===== src/rtl/pcseq_pkg.sv =====
package pcseq_pkg;
  typedef enum logic [2:0] {
    OP_HOLD,
    OP_STEP,
    OP_SKIP,
    OP_PCL,
    OP_JMP,
    OP_CALL,
    OP_RET,
    OP_IRQ
  } pc_op_e;
endpackage


===== src/rtl/pcseq_arb.sv =====
module pcseq_arb
  import pcseq_pkg::*;
(
  input  logic   step,
  input  logic   skip,
  input  logic   pcl_we,
  input  logic   jump,
  input  logic   call,
  input  logic   ret,
  input  logic   irq_ack,
  output pc_op_e op
);
  // Fixed priority: interrupt, return, call, jump, low-byte write, skip, step
  always_comb begin
    if (irq_ack)     op = OP_IRQ;
    else if (ret)    op = OP_RET;
    else if (call)   op = OP_CALL;
    else if (jump)   op = OP_JMP;
    else if (pcl_we) op = OP_PCL;
    else if (skip)   op = OP_SKIP;
    else if (step)   op = OP_STEP;
    else             op = OP_HOLD;
  end
endmodule


===== src/rtl/pcseq_stack.sv =====
module pcseq_stack #(
  parameter int W     = 13,
  parameter int DEPTH = 8
) (
  input  logic         clk,
  input  logic         rst,
  input  logic         push,
  input  logic         pop,
  input  logic [W-1:0] push_data,
  output logic [W-1:0] top_data
);
  localparam int PTR_W = $clog2(DEPTH);

  logic [W-1:0]     mem [DEPTH];
  logic [PTR_W-1:0] ptr;
  logic [PTR_W-1:0] top_idx;

  assign top_idx  = ptr - PTR_W'(1);
  assign top_data = mem[top_idx];

  // Storage has no reset, so it can map onto distributed RAM
  always_ff @(posedge clk) begin
    if (push) mem[ptr] <= push_data;
  end

  // Ring pointer: wraps silently in both directions
  always_ff @(posedge clk) begin
    if (rst)       ptr <= '0;
    else if (push) ptr <= ptr + PTR_W'(1);
    else if (pop)  ptr <= ptr - PTR_W'(1);
  end

  // the entry just pushed is the one a pop would return
  a_r9_push_readback: assert property (@(posedge clk) disable iff (rst)
    push |=> top_data == $past(push_data));

  // push and pop are never requested together by the arbiter
  a_r9_no_push_pop: assert property (@(posedge clk) disable iff (rst)
    !(push && pop));
endmodule


===== src/rtl/pcseq_next.sv =====
module pcseq_next
  import pcseq_pkg::*;
#(
  parameter int          PC_W    = 13,
  parameter int          TGT_W   = 11,
  parameter logic [12:0] IRQ_VEC = 13'h0004
) (
  input  pc_op_e            op,
  input  logic [PC_W-1:0]   pc,
  input  logic [PC_W-9:0]   lat,
  input  logic [7:0]        pcl_wdata,
  input  logic [TGT_W-1:0]  target,
  input  logic [PC_W-1:0]   pop_data,
  output logic [PC_W-1:0]   next_pc,
  output logic [PC_W-1:0]   push_data
);
  localparam int LAT_W = PC_W - 8;
  localparam int HI_W  = PC_W - TGT_W;

  logic [PC_W-1:0] seq1;
  logic [PC_W-1:0] seq2;
  logic [PC_W-1:0] far;

  assign seq1 = pc + PC_W'(1);
  assign seq2 = pc + PC_W'(2);
  assign far  = {lat[LAT_W-1 -: HI_W], target};

  always_comb begin
    unique case (op)
      OP_STEP: next_pc = seq1;
      OP_SKIP: next_pc = seq2;
      OP_PCL:  next_pc = {lat, pcl_wdata};
      OP_JMP,
      OP_CALL: next_pc = far;
      OP_RET:  next_pc = pop_data;
      OP_IRQ:  next_pc = IRQ_VEC[PC_W-1:0];
      default: next_pc = pc;
    endcase
  end

  // A call returns past itself; an interrupt returns to the preempted fetch
  assign push_data = (op == OP_CALL) ? seq1 : pc;
endmodule


===== src/rtl/pc_seq.sv =====
module pc_seq
  import pcseq_pkg::*;
#(
  parameter int          PC_W    = 13,
  parameter int          TGT_W   = 11,
  parameter int          DEPTH   = 8,
  parameter logic [12:0] RST_VEC = 13'h0000,
  parameter logic [12:0] IRQ_VEC = 13'h0004
) (
  input  logic              clk,
  input  logic              rst,
  input  logic              step,
  input  logic              skip,
  input  logic              jump,
  input  logic              call,
  input  logic [TGT_W-1:0]  target,
  input  logic              ret,
  input  logic              irq_ack,
  input  logic              pcl_we,
  input  logic [7:0]        pcl_wdata,
  input  logic              lat_we,
  input  logic [PC_W-9:0]   lat_wdata,
  output logic [PC_W-1:0]   fetch_addr,
  output logic [7:0]        pcl_rd
);
  localparam int LAT_W = PC_W - 8;

  pc_op_e            op;
  logic [PC_W-1:0]   pc;
  logic [LAT_W-1:0]  lat;
  logic [PC_W-1:0]   next_pc;
  logic [PC_W-1:0]   push_data;
  logic [PC_W-1:0]   pop_data;
  logic              push;
  logic              pop;

  pcseq_arb u_arb (
    .step    (step),
    .skip    (skip),
    .pcl_we  (pcl_we),
    .jump    (jump),
    .call    (call),
    .ret     (ret),
    .irq_ack (irq_ack),
    .op      (op)
  );

  assign push = (op == OP_CALL) || (op == OP_IRQ);
  assign pop  = (op == OP_RET);

  pcseq_stack #(.W(PC_W), .DEPTH(DEPTH)) u_stack (
    .clk       (clk),
    .rst       (rst),
    .push      (push),
    .pop       (pop),
    .push_data (push_data),
    .top_data  (pop_data)
  );

  pcseq_next #(.PC_W(PC_W), .TGT_W(TGT_W), .IRQ_VEC(IRQ_VEC)) u_next (
    .op        (op),
    .pc        (pc),
    .lat       (lat),
    .pcl_wdata (pcl_wdata),
    .target    (target),
    .pop_data  (pop_data),
    .next_pc   (next_pc),
    .push_data (push_data)
  );

  always_ff @(posedge clk) begin
    if (rst) pc <= RST_VEC[PC_W-1:0];
    else     pc <= next_pc;
  end

  always_ff @(posedge clk) begin
    if (rst)         lat <= '0;
    else if (lat_we) lat <= lat_wdata;
  end

  assign fetch_addr = pc;
  assign pcl_rd     = pc[7:0];

  // reset lands on the reset vector
  a_r1_reset_vector: assert property (@(posedge clk)
    rst |=> fetch_addr == RST_VEC[PC_W-1:0]);

  // interrupt acceptance always lands on the interrupt vector
  a_r8_irq_vector: assert property (@(posedge clk) disable iff (rst)
    irq_ack |=> fetch_addr == IRQ_VEC[PC_W-1:0]);

  // skip advances the fetch address by two with wrap
  a_r3_skip_two: assert property (@(posedge clk) disable iff (rst)
    (op == OP_SKIP) |=> fetch_addr == PC_W'($past(fetch_addr) + PC_W'(2)));

  // low-byte write merges the latch above the written byte
  a_r4_pcl_merge: assert property (@(posedge clk) disable iff (rst)
    (op == OP_PCL) |=> fetch_addr == {$past(lat), $past(pcl_wdata)});

  // a return leaves the latch alone
  a_r7_ret_latch_kept: assert property (@(posedge clk) disable iff (rst)
    (pop && !lat_we) |=> $stable(lat));

  // with no request the counter holds
  a_r10_hold: assert property (@(posedge clk) disable iff (rst)
    !(step || skip || jump || call || ret || irq_ack || pcl_we) |=> $stable(fetch_addr));
endmodule


===== config.mk =====
export PLATFORM = sky130hd
export DESIGN_NAME = pc_seq
export DESIGN_NICKNAME = d
export VERILOG_FILES = /design/src/rtl/pcseq_pkg.sv /design/src/rtl/pcseq_arb.sv /design/src/rtl/pcseq_stack.sv /design/src/rtl/pcseq_next.sv /design/src/rtl/pc_seq.sv
export SDC_FILE = /design/constraint.sdc
export NUM_CORES = 1
export LEC_CHECK = 0
export BUFFER_PORTS_ARGS = -buffer_cell sky130_fd_sc_hd__buf_4
export CAP_MARGIN = 15
export CORE_ASPECT_RATIO = 0.5
export CORE_UTILIZATION = 54
export DETAILED_ROUTE_END_ITERATION = 7
export GPL_TIMING_DRIVEN = 0
export PLACE_DENSITY = 0.74
export SETUP_SLACK_MARGIN = 0.1
export SLEW_MARGIN = 20
export SYNTH_ARGS = -nofsm -noshare
export SYNTH_HDL_FRONTEND = slang
export SYNTH_SLANG_ARGS = --single-unit

===== constraint.sdc =====
create_clock -name clk -period 2.4 [get_ports clk]
set_input_delay 0.12 -clock clk [delete_from_list [all_inputs] [get_ports clk]]
set_output_delay 0.12 -clock clk [all_outputs]
set_load 0.005 [all_outputs]

* After elaboration in Yosys (flattened, before gate mapping) *
Memory sizes are Yosys's and may differ from the RTL's.
Cells that the tools add are included.

storage, ports and cells
  register bits = 21
  memory bits (writable) = 104
  input bits = 34
  output and inout port bits = 21
  logic and storage cells = 32
  memories kept = 1

cells by class
  add/subtract/negate cells = 4
  eq/ne operators = 7
  mux-type cells = 13
  reduce and logical (&&, ||, !) cells = 4

memories
  memory       words  bits a word  rd ports  clocked after memory_dff  write ports  RTL line           text
  u_stack.mem  8      13           1         0                         1            pcseq_stack.sv:14  logic [W-1:0] mem [DEPTH];

operator list
  kind                                                  number
  case mux 13 bit (6 select lines)                      1
  2-to-1 mux 3 bit                                      8
  adder 13 x 1 -> 13 bit (second input constant)        1
  adder 13 x 2 -> 13 bit (second input constant)        1
  2-to-1 mux 13 bit                                     1
  equality test 3 bit (second input constant)           4
  equality test 3 x 2 -> 1 bit (second input constant)  2
  nonzero test 6 bit                                    1
  adder 3 x 1 -> 3 bit (second input constant)          1
  equality test 3 x 1 -> 1 bit (second input constant)  1
  2-to-1 mux 1 bit                                      3
  subtractor 3 x 1 -> 3 bit (second input constant)     1
  nonzero test 2 bit                                    1
  OR reduction 2 bit                                    1
  logical OR 1 bit                                      1

* Longest topological paths before layout *
  word-level depth = 11
  mapped depth = 11
  mapped depth without buffers = 8

* Hierarchy *
From an unflattened synthesis, not the netlist that was laid out.

unflattened totals
  cells, all modules = 530
  area total of the unflattened synthesis = 6,208.5 sq um

by module, submodules not included
  module       times used  cells each  area an instance (sq um)  sequential area each (sq um)
  pcseq_stack  1           271         4,346.7                   3,183.1
  pcseq_next   1           196         1,206.2                   0.0
  pc_seq       1           53          610.6                     360.3
  pcseq_arb    1           10          45.0                      0.0

* Worst setup path before layout *
OpenSTA, ideal clock, no wires.

  kind = register -> register
  start = register u_stack.ptr[0]
  end = register pc[10], in the netlist fetch_addr[10]
  setup time = 0.128 ns
  data arrival time = 2.265 ns
  required time = 2.272 ns
  slack = 0.008 ns
  stages on the path, launching flop included = 12
  path buffers = 4
  clock period less this slack = 2.392 ns
  cells stage by stage = dfxtp_1 -> buf_2 -> buf_2 -> inv_2 -> ha_1 -> buf_2 -> buf_2 -> mux4_2 -> mux2i_1 -> o32ai_1 -> a221oi_1 -> nor2_1

between the ends
  word-level cells in the longest chain between the ends = 3

RTL lines
  item                              RTL line           text
  from (decl)                       pcseq_stack.sv:15  logic [PTR_W-1:0] ptr;
  from (signal assigned)            pcseq_stack.sv:29  else if (push) ptr <= ptr + PTR_W'(1);
  from (signal assigned)            pcseq_stack.sv:30  else if (pop) ptr <= ptr - PTR_W'(1);
  subtractor 3 x 1 -> 3 bit         pcseq_stack.sv:18  assign top_idx = ptr - PTR_W'(1);
  memory (8 x 13 bit)               -
  case mux 13 bit (6 select lines)  pcseq_next.sv:29   unique case (op)
  to (signal assigned)              pc_seq.sv:72       if (rst) pc <= RST_VEC[PC_W-1:0];
  to (signal assigned)              pc_seq.sv:73       else pc <= next_pc;
  to (decl)                         pc_seq.sv:29       logic [PC_W-1:0] pc;

No other way between the ends.
A chain may end at the register's enable or synchronous reset.

* Worst setup path in the final report *
Same ends and word-level chain as after synthesis.

==> qor.txt <==
status: completed
via count of the first global-routing pass: 4,035
post-synthesis cell area: 5923 um^2
global-route wire length before repair: 23.40 mm
Die Y-Extent: 76.06 um
number of failing setup endpoints in the final timing report: 0
aggregate negative setup slack: 0 ns
prevailing post-synth register cell: sky130_fd_sc_hd__edfxtp_1
Placement Rows: 26
global-route congestion overflow total: 0
Boundary Pins: 55
final clock skew: 0.01187 ns
flop2flop setup slack: 0.06 ns
final clock period utilization by the worst path: 97.42%
Worst EP arrival: 2.61 ns
IR drop worst, VDD: 451.2 uV
TritonCTS Sinks: 125
gp weighted congestion: 0.9604
total DRC errors in the routed layout: 0
Fin. Hold Viols: 0
register area share after synthesis: 59.82%
number of enable-type register cells in the synthesized netlist: 104
insertion delay to the later sink of the worst-skew pair: 0.41 ns
syn_area_per_cell: 13.49 um^2
worst-case clock buffer depth: 2
max-slew violation total from the final report: 0
class of the tightest hold or removal check: in2reg
commonest cells in the netlist: sky130_fd_sc_hd__edfxtp_1, sky130_fd_sc_hd__nor2_1, sky130_fd_sc_hd__nand2_1
largest net degree at the start of global routing: 17
Placement Setup Slack: -0.6804 ns
post-synth top area share: 52.72%
die width: 150.1 um
post-layout worst setup margin: 0.06203 ns
Power Density: 836.3 nW/um^2
sort of element at the end of the critical path: register
type of the worst setup path: reg2reg
Starting DRT DRC Count: 540
type of origin of the critical path: register
Yosys warning count: 0
final standard cell count with taps included and fillers excluded: 697
number of instances in the placed design: 635
cell type with the highest aggregate area in the netlist: sky130_fd_sc_hd__edfxtp_1
top area cells in the synthesized netlist: sky130_fd_sc_hd__edfxtp_1, sky130_fd_sc_hd__dfxtp_1, sky130_fd_sc_hd__mux4_2
unrepaired setup endpoints after global routing: yes
DP HPWL: 9.911 mm
CTS HTree Levels: 4
initial antenna violation count: 0
Least-Margin Pin Slew: 0.9178 ns
Core Region: 10,440 um^2
Clock Pin Slew Worst Setup and Hold Paths: 0.06 ns
most repeated cell in the gate-level netlist after synthesis: sky130_fd_sc_hd__edfxtp_1
post-synthesis cell type count: 61
achievable frequency: 427.7 MHz
total nets after synthesis: 477
CTS Buf Count: 17
ratio of routed vias to standard cells: 6.189
share of cells above drive strength 1: 36.45%
overall routing resource usage: 29.22%
aggregate routed wire length: 16.44 mm
post-layout minimum cycle time: 2.338 ns
number of nets still failing antenna checks after routing: 0
post-synthesis cell count: 439
number of violations of the max-capacitance limit: 0
Layout Nets: 583
layout filler cell count: 629
worst hold slack after final layout: 0.02147 ns
die outline area: 11,420 um^2
total leakage power: 2.848 nW
via count: 4,314
per-cell routed wire length: 23.58 um
clock root buffer: sky130_fd_sc_hd__clkbuf_16
share of the core filled with cells: 73.78%
flops & latches, synth: 125
CP required: 2.67 ns
worst-path maximum fanout: 8
drt first pass iters: 5
Port Buffer Count: 53
proportion of synthesized flip-flops having asynchronous set or reset: 0%
worst-case headroom to the max-slew limit: 38.75%
clock tree from TritonCTS: yes
Initial Utilization: 56.72%
area delta synth->final: 30.08%
number of antenna diodes: 0
-- cell usage in the layout (no fill, tap or decap), types with 14 or more instances in the layout --
cell type | Yosys | layout
sky130_fd_sc_hd__mux4_2 | 17 | 17
sky130_fd_sc_hd__clkbuf_16 | 0 | 19
sky130_fd_sc_hd__mux2i_1 | 20 | 18
sky130_fd_sc_hd__edfxtp_1 | 104 | 104
sky130_fd_sc_hd__a21oi_1 | 15 | 14
sky130_fd_sc_hd__nor2_1 | 39 | 32
sky130_fd_sc_hd__buf_4 | 12 | 87
sky130_fd_sc_hd__dfxtp_1 | 21 | 18
sky130_fd_sc_hd__nand2_1 | 38 | 38
sky130_fd_sc_hd__nand3_1 | 16 | 15
-- sequential cells by signal, summed over array words and instances (netlist names) --
name / count
u_stack.mem: 104
lat: 5
u_stack.ptr: 3
fetch_addr: 13
-- through the flow --
| step | total power [mW] | cell area [um^2] |
|---|---|---|
| after floorplan | 3.233 | 5931 |
| after global placement | 3.563 | 6504 |
| after detailed placement | 3.590 | 6559 |
| after CTS | 6.228 | 7446 |
| after global routing | 6.607 | 7705 |
| final | 6.443 | 7705 |
-- power by group --
part / internal, mW / switching [mW]
combinational: 0.666 / 0.713
sequential: 2.51 / 0.0701
clock: 1.52 / 0.963
total: 4.70 / 1.75
-- worst max-delay path, cell delays in order, from the launching register on --
cell                       delay (ns)
sky130_fd_sc_hd__dfxtp_2         0.36
sky130_fd_sc_hd__buf_6           0.12
sky130_fd_sc_hd__buf_12          0.12
sky130_fd_sc_hd__inv_8           0.05
sky130_fd_sc_hd__ha_4            0.27
sky130_fd_sc_hd__buf_8           0.13
sky130_fd_sc_hd__buf_12          0.12
sky130_fd_sc_hd__mux4_2          0.33
sky130_fd_sc_hd__mux2i_4         0.26
sky130_fd_sc_hd__o32ai_2         0.13
sky130_fd_sc_hd__a221oi_2        0.21
sky130_fd_sc_hd__nor2_1          0.07
-- path summary, 6_finish.rpt --
check                              start                     endpoint  depth (start not counted)
max          u_stack.ptr[0]$_SDFFE_PP0P_  fetch_addr[10]$_SDFFE_PP0P_                         11
min                            target[6]   fetch_addr[6]$_SDFFE_PP0P_                          3
min reg2reg          lat[0]$_SDFFE_PP0P_          lat[0]$_SDFFE_PP0P_                          2
max reg2reg  u_stack.ptr[0]$_SDFFE_PP0P_  fetch_addr[10]$_SDFFE_PP0P_                         11
-- kinds of logic (layout without fill, tap and decap cells) --
| family | Yosys count | after routing | share of synthesized area [%] |
|---|---|---|---|
| AOI/OAI and AO/OA | 66 | 66 | 8.133 |
| xor gates and xnor gates | 32 | 32 | 5.175 |
| adders and majority gates | 4 | 4 | 0.8450 |
| buffers and inverters | 41 | 159 | 3.823 |
| DFF | 125 | 125 | 59.82 |
| muxes | 42 | 42 | 11.55 |
| and+or+nand+nor | 129 | 129 | 10.65 |
-- layer usage --
metal  vias to the layer above  track usage [%]  share of wire (%)
met2                       302            44.12                 45
met1                      2110            41.73                 42
met4                         0            10.81                1.4
met5                         -                0                  0
met3                        23            6.527                 11
li1                       1879                -                  -
-- repair_timing --
action	CTS	global route
cloned	0	2
endpoints found under the hold margin	6	0
setup buffers	8	15
pin swaps	4	5
resized for setup	34	19
hold buffers	6	0
endpoints found under the setup margin	70	72
-- cell type report --
cell class | count | area, um^2 | area share, %
Multi-Input combinational cell | 273 | 2369 | 30.74
Sequential cell | 125 | 3547 | 46.04
Inverter | 5 | 26.28 | 0.3410
Tap cell | 140 | 175.2 | 2.273
Timing Repair Buffer | 87 | 748.2 | 9.711
Buffer | 36 | 272.8 | 3.540
Clock inverter | 14 | 141.4 | 1.835
Clock buffer | 17 | 425.4 | 5.521
No activity file was read; power rests on OpenSTA's default activity.
